`src/rtl/brc_pkg.sv`:
```
package brc_pkg;

    typedef enum logic [1:0] {
        SEL_SEQ  = 2'd0,
        SEL_TGT  = 2'd1,
        SEL_HOLD = 2'd2
    } nxt_sel_e;

    typedef enum logic [1:0] {
        POL_STALL = 2'd0,
        POL_PNT   = 2'd1,
        POL_DELAY = 2'd2,
        POL_RSVD  = 2'd3
    } policy_e;

    typedef enum logic [1:0] {
        K_NONE = 2'd0,
        K_BEQZ = 2'd1,
        K_BNEZ = 2'd2,
        K_JUMP = 2'd3
    } xfer_kind_e;

    typedef enum logic [1:0] {
        ST_RUN     = 2'd0,
        ST_DEPWAIT = 2'd1,
        ST_KILL    = 2'd2
    } brc_state_e;

endpackage

```
`src/rtl/brc_target_add.sv`:
```
module brc_target_add #(
    parameter int XLEN        = 32,
    parameter int OFFW        = 16,
    parameter int INSTR_BYTES = 4
) (
    input  logic [XLEN-1:0] seq_pc,
    input  logic [OFFW-1:0] offset,
    output logic [XLEN-1:0] target
);
    localparam int SHIFT = $clog2(INSTR_BYTES);
    localparam int EXTW  = XLEN - OFFW;

    logic [XLEN-1:0] off_ext;

    always_comb begin
        off_ext = {{EXTW{offset[OFFW-1]}}, offset};
        target  = seq_pc + (off_ext << SHIFT);
    end
endmodule

```
`src/rtl/brc_cond_eval.sv`:
```
module brc_cond_eval
    import brc_pkg::*;
#(
    parameter int XLEN = 32
) (
    input  xfer_kind_e      kind,
    input  logic [XLEN-1:0] operand,
    output logic            taken,
    output logic            reads_reg
);
    logic is_zero;

    always_comb begin
        is_zero   = (operand == '0);
        taken     = 1'b0;
        reads_reg = 1'b0;
        unique case (kind)
            K_BEQZ: begin taken = is_zero;  reads_reg = 1'b1; end
            K_BNEZ: begin taken = !is_zero; reads_reg = 1'b1; end
            K_JUMP: taken = 1'b1;
            default: ;
        endcase
    end
endmodule

```
`src/rtl/branch_resolve_ctl.sv`:
```
module branch_resolve_ctl
    import brc_pkg::*;
#(
    parameter int XLEN        = 32,
    parameter int OFFW        = 16,
    parameter int REGW        = 5,
    parameter int INSTR_BYTES = 4
) (
    input  logic            clk,
    input  logic            rst_n,
    input  logic [1:0]      policy_i,
    input  logic            id_valid_i,
    input  logic [1:0]      id_kind_i,
    input  logic [REGW-1:0] id_src_reg_i,
    input  logic [XLEN-1:0] id_operand_i,
    input  logic [OFFW-1:0] id_offset_i,
    input  logic [XLEN-1:0] id_seq_pc_i,
    input  logic            ex_wr_en_i,
    input  logic [REGW-1:0] ex_wr_reg_i,
    output logic [1:0]      pc_sel_o,
    output logic [XLEN-1:0] target_pc_o,
    output logic            squash_o,
    output logic            hold_o
);
    brc_state_e state, state_nxt;
    policy_e    pol;
    xfer_kind_e kind;
    nxt_sel_e   sel;
    logic       taken, reads_reg, is_xfer, dep_hit, kill_next, resolved;

    assign pol  = policy_e'(policy_i);
    assign kind = xfer_kind_e'(id_kind_i);

    brc_target_add #(.XLEN(XLEN), .OFFW(OFFW), .INSTR_BYTES(INSTR_BYTES)) u_tadd (
        .seq_pc (id_seq_pc_i),
        .offset (id_offset_i),
        .target (target_pc_o)
    );

    brc_cond_eval #(.XLEN(XLEN)) u_cond (
        .kind      (kind),
        .operand   (id_operand_i),
        .taken     (taken),
        .reads_reg (reads_reg)
    );

    always_comb begin
        is_xfer = id_valid_i && (kind != K_NONE);
        dep_hit = reads_reg && ex_wr_en_i && (ex_wr_reg_i == id_src_reg_i)
                  && (id_src_reg_i != '0);
        unique case (pol)
            POL_PNT:   kill_next = taken;
            POL_DELAY: kill_next = 1'b0;
            default:   kill_next = 1'b1;
        endcase
    end

    // state register
    always_ff @(posedge clk or negedge rst_n) begin
        if (!rst_n) state <= ST_RUN;
        else        state <= state_nxt;
    end

    // next state and outputs
    always_comb begin
        state_nxt = ST_RUN;
        sel       = SEL_SEQ;
        squash_o  = 1'b0;
        hold_o    = 1'b0;
        resolved  = 1'b0;
        unique case (state)
            ST_RUN: begin
                if (is_xfer && dep_hit) begin
                    hold_o    = 1'b1;
                    sel       = SEL_HOLD;
                    state_nxt = ST_DEPWAIT;
                end else if (is_xfer) begin
                    resolved  = 1'b1;
                    sel       = taken ? SEL_TGT : SEL_SEQ;
                    state_nxt = kill_next ? ST_KILL : ST_RUN;
                end
            end
            ST_DEPWAIT: begin
                if (is_xfer) begin
                    resolved  = 1'b1;
                    sel       = taken ? SEL_TGT : SEL_SEQ;
                    state_nxt = kill_next ? ST_KILL : ST_RUN;
                end
            end
            ST_KILL: begin
                squash_o  = 1'b1;
                state_nxt = ST_RUN;
            end
            default: state_nxt = ST_RUN;
        endcase
    end

    assign pc_sel_o = sel;

    AST_SQUASH_SINGLE: assert property (@(posedge clk) disable iff (!rst_n)
        squash_o |=> !squash_o);
    AST_DEP_ONE_CYCLE: assert property (@(posedge clk) disable iff (!rst_n)
        hold_o |=> !hold_o);
    AST_STALL_KILLS: assert property (@(posedge clk) disable iff (!rst_n)
        (resolved && (pol == POL_STALL || pol == POL_RSVD)) |=> squash_o);
    AST_PNT_KILL_IF_TAKEN: assert property (@(posedge clk) disable iff (!rst_n)
        (resolved && pol == POL_PNT) |=> (squash_o == $past(taken)));
    AST_DELAY_KEEPS_SLOT: assert property (@(posedge clk) disable iff (!rst_n)
        (resolved && pol == POL_DELAY) |=> !squash_o);
endmodule

```
`config.mk`:
```
export PLATFORM = sky130hd
export DESIGN_NAME = branch_resolve_ctl
export DESIGN_NICKNAME = d
export VERILOG_FILES = /design/src/rtl/brc_pkg.sv /design/src/rtl/brc_target_add.sv /design/src/rtl/brc_cond_eval.sv /design/src/rtl/branch_resolve_ctl.sv
export SDC_FILE = /design/constraint.sdc
export NUM_CORES = 1
export LEC_CHECK = 0
export CAP_MARGIN = 20
export CORE_MARGIN = 2
export CORE_UTILIZATION = 34
export CTS_CLUSTER_DIAMETER = 40
export CTS_CLUSTER_SIZE = 12
export DETAILED_ROUTE_END_ITERATION = 7
export PLACE_DENSITY = 0.88
export SETUP_SLACK_MARGIN = 0.1
export SLEW_MARGIN = 15
export SYNTH_ARGS = -nofsm -noshare
export SYNTH_HDL_FRONTEND = slang
export SYNTH_SLANG_ARGS = --single-unit
```
`constraint.sdc`:
```
create_clock -name clk -period 2.85 [get_ports clk]
set_input_delay 0.57 -clock clk [delete_from_list [all_inputs] [get_ports clk]]
set_output_delay 0.57 -clock clk [all_outputs]
set_load 0.1 [all_outputs]
```
==> results of run 1 <==
==> cell families after synthesis <==
group / Yosys count / synth area share, %
DFF: 2 / 2.387
buffers and inverters: 29 / 6.324
adders and majority gates: 31 / 18.85
AOI/OAI and AO/OA: 99 / 33.59
and+or+nand+nor: 105 / 25.24
xor gates and xnor gates: 28 / 11.69
muxes: 4 / 1.909
==> through the flow <==
step	instance area, sq um	worst slack, ns	setup TNS (ns)	hold slack [ns]	utilization, %
2_1_floorplan	2965	-0.8697	-5.946	0.2744	-
3_3_place_gp	5330	-0.9085	-15.43	0.4976	89.50
3_5_place_dp	5330	-1.051	-18.28	0.5483	89.50
==> results.sh, run 1 <==
export IMPL_status="did not finish"
export IMPL_postSynthCellCount=298
export IMPL_rows=28
export IMPL_yosysMostFrequentCell="a21oi_1"
export IMPL_ys_types=56
export IMPL_synth_top_area_share_pct=17.90
export IMPL_num_io_pins=134
export IMPL_synth_nets=427
export IMPL_cts_path_max_buffers=2
export IMPL_portBuffers=129
export IMPL_tool_error="[ERROR DPL-0038] Utilization greater than 100%, impossible to legalize"
export IMPL_synthTopCellsByCount="a21oi_1, ha_1, nand2_1, nor2_1, xnor2_1"
export IMPL_lastStage="4_1_cts"
export IMPL_avgSynthCellArea_sq_um=7.037
export IMPL_ctsHoldBuffers=0
export IMPL_ys_seq_elements=2
export IMPL_htreeDepth=1
export IMPL_synth_edff_count=0
export IMPL_ys_warn_count=0
export IMPL_start_util_pct=35.21
export IMPL_hpwlAfterDp_um=9770
export IMPL_dp_cells=590
export IMPL_yosysSeqAreaShare_pct=2.387
export IMPL_post_cts_resized=233
export IMPL_gp_congestion=0.8745
export IMPL_die_w_um=82.54
export IMPL_synth_area_leaders="ha_1, xnor2_1, a21oi_1"
export IMPL_die_h_um=82.54
export IMPL_clock_sinks=2
export IMPL_numCtsBuffers=3
export IMPL_post_cts_buffers=30
export IMPL_synthArstFlopShare_pct=100.0
export IMPL_syn_area_sq_mm=0.002097
export IMPL_yosysTopAreaCell="ha_1"
export IMPL_cts_root_buf="clkbuf_8"
export IMPL_synthFlopType="dfrtp_1"
==> run 2, diff against run 1 <==
CORE_UTILIZATION = 30   (was 34)
CTS_CLUSTER_DIAMETER = default   (was 40)
CTS_CLUSTER_SIZE = default   (was 12)
PLACE_DENSITY = default   (was 0.88)
PLACE_DENSITY_LB_ADDON = 0.15   (was default)
SETUP_SLACK_MARGIN = default   (was 0.1)
clock period = 3.7 ns   (was 2.85 ns; I/O delays follow)
==> run 2 against run 1 <==
Compared with the run above: the flow now finishes without violations; synthesized area did not move; synthesized cell count is the same.
==> results.sh, run 2 <==
export IMPL_drive_gt1_share_pct=46.67
export IMPL_r2r_start="state[0]"
export IMPL_powerDensity_mw_per_mm2=330.6
export IMPL_start_util_pct=30.87
export IMPL_r2r_cells=2
export IMPL_htreeDepth=1
export IMPL_tightest_slew_ns=0.9886
export IMPL_fin_skew_ns=0.003119
export IMPL_ctsHoldBuffers=0
export IMPL_power_leakage_nw=2.300
export IMPL_synthFlopType="dfrtp_1"
export IMPL_portBuffers=129
export IMPL_grt_max_degree=11
export IMPL_synth_area_leaders="ha_1, xnor2_1, a21oi_1"
export IMPL_crit_end="target_pc_o[26]"
export IMPL_antenna_found_initial=0
export IMPL_finalSetupViolCount=0
export IMPL_num_io_pins=134
export IMPL_cts_root_buf="clkbuf_8"
export IMPL_coreArea_sq_mm=0.006794
export IMPL_hold_class="reg -> reg"
export IMPL_reg_largest_list="state x2"
export IMPL_crit_path_max_incr_delay_ns=0.50
export IMPL_via_per_inst=5.185
export IMPL_ant_nets=0
export IMPL_crit_chain="clkdlybuf4s50_1, ha_4, a21o_1, o31ai_4, nand3_2, o21a_1, buf_6, o311ai_4, buf_12"
export IMPL_synthArstFlopShare_pct=100.0
export IMPL_cp_end_kind="output port"
export IMPL_maxSlewViolCount=0
export IMPL_fin_ws_ns=0.05553
export IMPL_arrival_ns=2.90
export IMPL_r2r_slack_ns=2.38
export IMPL_grt_usage_pct=23.49
export IMPL_avgRoutedWirePerCell_um=15.13
export IMPL_overflow=0
export IMPL_area_delta_synth_final_pct=155.8
export IMPL_drtPass1Iterations=4
export IMPL_wirelength_um=9167
export IMPL_period_share_pct=98.50
export IMPL_layout_nets=641
export IMPL_slew_headroom_pct=33.89
export IMPL_dieArea_sq_mm=0.007675
export IMPL_clock_sinks=2
export IMPL_avgSynthCellArea_sq_um=7.037
export IMPL_drt_initial_drc_count=88
export IMPL_die_h_um=87.61
export IMPL_gp_congestion=0.8690
export IMPL_grt_pass1_wl_um=14760
export IMPL_cap_violations=0
export IMPL_r2r_end="state[0]"
export IMPL_critPathRequiredTime_ns=2.96
export IMPL_first_global_vias=3334
export IMPL_most_common_layout_cells="buf_4, clkdlybuf4s50_1, buf_12, nand2_1"
export IMPL_drc=0
export IMPL_nFillCells=467
export IMPL_synth_edff_count=0
export IMPL_yosysTopAreaCell="ha_1"
export IMPL_ys_types=56
export IMPL_die_w_um=87.61
export IMPL_cts_tree="done"
export IMPL_hpwlAfterDp_um=7054
export IMPL_numCtsBuffers=3
export IMPL_max_vdd_ir_drop_v=0.0003104
export IMPL_synthTopCellsByCount="a21oi_1, ha_1, nand2_1, nor2_1, xnor2_1"
export IMPL_start_kind="input port"
export IMPL_synth_top_area_share_pct=17.90
export IMPL_cts_path_max_buffers=2
export IMPL_hold_violations=0
export IMPL_critPathLaunch="id_seq_pc_i[17]"
export IMPL_clkTransAtPathRegs_ns=0.03
export IMPL_largest_reg_flops=2
export IMPL_final_common_cell="buf_4"
export IMPL_ys_seq_elements=2
export IMPL_status="finished clean"
export IMPL_syn_area_sq_mm=0.002097
export IMPL_preCtsSetupSlack_ns=-0.4568
export IMPL_synth_nets=427
export IMPL_yosysMostFrequentCell="a21oi_1"
export IMPL_period_minus_slack_ns=3.644
export IMPL_yosysSeqAreaShare_pct=2.387
export IMPL_regMostFlops="state"
export IMPL_critPathKind="in -> out"
export IMPL_utilization_pct=78.95
export IMPL_crit_path_max_fanout=3
export IMPL_n_antenna_cell=0
export IMPL_ys_warn_count=0
export IMPL_vias=3142
export IMPL_rows=30
export IMPL_slowest_stage="clkdlybuf4s50_1"
export IMPL_fmax_mhz=274.4
export IMPL_clk_insertion_delay_late_ns=0.21
export IMPL_worstHoldPathCells=1
export IMPL_postSynthCellCount=298
run 2: cell counts after synthesis:
No cell type changed its count.
run 2: metrics by stage:
stage,hold WS (ns),total power [W],cells,area (sq um),TNS (ns)
3_5_place_dp,0.5194,0.001558,598,4681,-4.870
6_report,0.5267,0.001773,606,5364,0
4_1_cts,0.5235,0.001714,603,5100,0
5_1_grt,0.5394,0.001847,606,5364,-0.02497
2_1_floorplan,0.4444,0.0009436,298,2347,-1.524
3_3_place_gp,0.4990,0.001544,598,4681,-4.300
run 2: what timing repair did:
item	in CTS	in global routing
pin swaps	27	34
gates cloned	1	0
gates resized for setup	77	58
buffers inserted	1	3
endpoints found under the setup margin	20	16
run 2: final cells by class:
type / instances / area (sq um) / share of cell area (%)
repair buffers: 223 / 2374 / 44.25
well taps: 96 / 120.1 / 2.239
inverters: 15 / 56.30 / 1.050
multi-input cells: 267 / 2723 / 50.76
clock buffers: 3 / 41.29 / 0.7698
flip-flops and latches: 2 / 50.05 / 0.9331
run 2: worst max-delay path: cells and delay by family:
kind            cells  cell delay [ns]
simple gates        1             0.11
compound gates      4             0.99
buf+inv             3             0.85
fa+ha+maj           1             0.21
run 2: worst min-delay path by stage:
stage,startpoint,end,slack (ns)
after floorplan,rst_n,state[0],0.44
after global placement,state[1],state[0],0.50
after detailed placement,state[1],state[0],0.52
after CTS,state[1],state[0],0.52
after global routing,state[1],state[0],0.54
final,state[1],state[0],0.53
run 2: routing by layer:
metal | track usage [%] | vias up | wire (um)
met1 | 26.59 | 1480 | 3506
li1 | - | 1535 | -
met3 | 3.676 | 22 | 536
met2 | 45.73 | 105 | 4935
met5 | 0 | - | 0
met4 | 5.175 | 0 | 189
run 2: cells by family (layout without fill, tap and decap cells):
logic type	count (synthesis)	count (layout)	share of synthesized area, %
AO/OA/AOI/OAI	99	99	33.59
XOR/XNOR	28	28	11.69
adder cells (fa/ha/maj)	31	31	18.85
buffers and inverters	29	241	6.324
flip-flops	2	2	2.387
multiplexers	4	4	1.909
AND/OR/NAND/NOR	105	105	25.24
run 2: power by group:
part           leakage [nW]  switching, W   total, W  internal (W)
registers            0.0271   0.000000846  0.0000238     0.0000229
logic                  2.25      0.000956    0.00166      0.000707
clock network        0.0216     0.0000175  0.0000863     0.0000688
(Power assumes the default switching activity.)
==> run 3, diff against run 2 <==
CORE_ASPECT_RATIO = 0.75   (was default)
clock period = 3 ns   (was 3.7 ns; I/O delays follow)
==> run 3 against run 2 <==
Compared with the run above: the flow now finishes with violations (setup timing); worst setup slack got worse by 0.59 ns; design area increased by 18%; cell count increased by 6.1%; utilization increased by 14 points; sequential cell count unchanged; largest power group unchanged; highest routed layer unchanged.
==> results.sh, run 3 (synthesized netlist as in run 2, its figures left out) <==
export IMPL_crit_path_max_incr_delay_ns=0.36
export IMPL_hold_violations=0
export IMPL_hold_class="in -> async"
export IMPL_nFillCells=209
export IMPL_powerDensity_mw_per_mm2=417.4
export IMPL_area_delta_synth_final_pct=201.9
export IMPL_crit_chain="buf_6, ha_4, inv_2, fa_2, nand2b_4, a211oi_4, o21ai_4, a211oi_2, buf_4, nand3b_1, xor2_4, buf_12"
export IMPL_dieArea_sq_mm=0.007682
export IMPL_overflow=0
export IMPL_rows=26
export IMPL_start_kind="input port"
export IMPL_crit_path_max_fanout=4
export IMPL_first_global_vias=3966
export IMPL_tightest_slew_ns=0.5562
export IMPL_status="complete, but fails checks"
export IMPL_power_w=0.002643
export IMPL_r2r_start="state[0]"
export IMPL_htreeDepth=1
export IMPL_reg_largest_list="state x2"
export IMPL_numCtsBuffers=3
export IMPL_cts_path_max_buffers=2
export IMPL_largest_reg_flops=2
export IMPL_crit_family="compound AO/OA/AOI/OAI gates"
export IMPL_violations="setup timing"
export IMPL_coreArea_sq_mm=0.006799
export IMPL_ctsHoldBuffers=0
export IMPL_fin_skew_ns=0.006478
export IMPL_cts_root_buf="clkbuf_8"
export IMPL_utilization_pct=93.12
export IMPL_hpwlAfterDp_um=7725
export IMPL_fmax_mhz=282.9
export IMPL_layout_nets=690
export IMPL_slew_headroom_pct=62.58
export IMPL_grt_use_met3_pct=4.037
export IMPL_clock_sinks=2
export IMPL_cp_end_kind="output port"
export IMPL_grt_usage_pct=31.73
export IMPL_gp_congestion=0.9045
export IMPL_grt_use_met2_pct=60.54
export IMPL_use_met1_pct=34.92
export IMPL_drive_gt1_share_pct=63.51
export IMPL_ant_nets=0
export IMPL_clkTransAtPathRegs_ns=0.03
export IMPL_power_leakage_nw=2.621
export IMPL_die_h_um=76.41
export IMPL_avgRoutedWirePerCell_um=26.90
export IMPL_rsz0062_at_grt="true"
export IMPL_n_antenna_cell=0
export IMPL_critPathKind="in -> out"
export IMPL_vias=4076
export IMPL_die_w_um=100.5
export IMPL_regMostFlops="state"
export IMPL_critPathLaunch="id_offset_i[0]"
export IMPL_antenna_found_initial=0
export IMPL_most_common_layout_cells="buf_4, clkdlybuf4s50_1, buf_12, buf_6, ha_4"
export IMPL_via_per_inst=6.339
export IMPL_final_common_cell="buf_4"
export IMPL_grt_most_used_layer="met2"
export IMPL_max_vdd_ir_drop_v=0.0003308
export IMPL_grt_pass1_wl_um=19580
export IMPL_critPathRequiredTime_ns=2.40
export IMPL_period_minus_slack_ns=3.535
export IMPL_period_share_pct=117.8
export IMPL_wirelength_um=17300
export IMPL_num_io_pins=134
export IMPL_start_util_pct=30.84
export IMPL_power_frac_comb_pct=94.7
export IMPL_switchingPower_w=0.001461
export IMPL_clk_insertion_delay_late_ns=0.22
export IMPL_finalSetupViolCount=25
export IMPL_intPower_w=0.001182
export IMPL_maxSlewViolCount=0
export IMPL_drt_initial_drc_count=343
export IMPL_slowest_stage="fa_2"
export IMPL_portBuffers=129
export IMPL_cap_violations=0
export IMPL_seqPwrFrac_pct=1.1
export IMPL_drc=0
export IMPL_arrival_ns=2.93
export IMPL_switching_share_pct=55.28
export IMPL_grt_max_degree=9
export IMPL_drtPass1Iterations=5
export IMPL_critPathBufInv=4
export IMPL_cts_tree="done"
export IMPL_clock_power_share_pct=4.2
export IMPL_fin_ws_ns=-0.5349
run 3: metal layers:
| layer | share of wire, % | wire length (um) | vias up |
|---|---|---|---|
| met5 | 0 | 0 | - |
| met2 | 49 | 8400 | 399 |
| li1 | - | - | 1633 |
| met4 | 9.4 | 1626 | 0 |
| met1 | 33 | 5622 | 1879 |
| met3 | 9.5 | 1645 | 165 |
run 3: worst paths after layout:
path / to / slack, ns / depth (start not counted)
min in group clk: state[0] / 0.65 / 2
worst min-delay path: state[0] / 0.58 / 1
worst min register to register: state[0] / 0.65 / 2
worst max-delay path: target_pc_o[20] / -0.53 / 12
max in group asynchronous: state[1] / 2.25 / 1
worst max register to register: state[0] / 1.70 / 3
run 3: final cells by class:
| class | instances | area, sq um | share of cell area [%] |
|---|---|---|---|
| tap | 84 | 105.1 | 1.660 |
| timing repair buffer | 272 | 2761 | 43.62 |
| multi-input combinational | 267 | 3317 | 52.39 |
| inverter | 15 | 56.30 | 0.8893 |
| sequential | 2 | 50.05 | 0.7905 |
| clock buffer | 3 | 41.29 | 0.6522 |
run 3: stage by stage:
stage / setup slack [ns] / std cells / hold WS (ns) / area (sq um) / TNS (ns)
after floorplan: -0.7797 / 298 / 0.3044 / 2790 / -4.324
after global placement: -0.7886 / 603 / 0.5068 / 5223 / -13.77
after detailed placement: -0.8592 / 603 / 0.5179 / 5223 / -14.76
after CTS: -0.3524 / 624 / 0.5175 / 5899 / -4.491
after global routing: -0.5733 / 643 / 0.5813 / 6331 / -7.575
final: -0.5349 / 643 / 0.5806 / 6331 / -6.769
run 3: repair_timing:
item,CTS,global route
gates resized for setup,152,124
buffers inserted,18,22
pin swaps,55,66
endpoints found under the setup margin,25,28
cloned,1,0
run 3: power groups by stage:
stage / Sequential, W / Combinational (W) / Clock [W]
after floorplan: 0.0000296 / 0.00127 / 0
after global placement: 0.0000297 / 0.00205 / 0
after detailed placement: 0.0000297 / 0.00207 / 0
after CTS: 0.0000294 / 0.00223 / 0.000107
after global routing: 0.0000297 / 0.00255 / 0.000114
final: 0.0000296 / 0.00250 / 0.000111
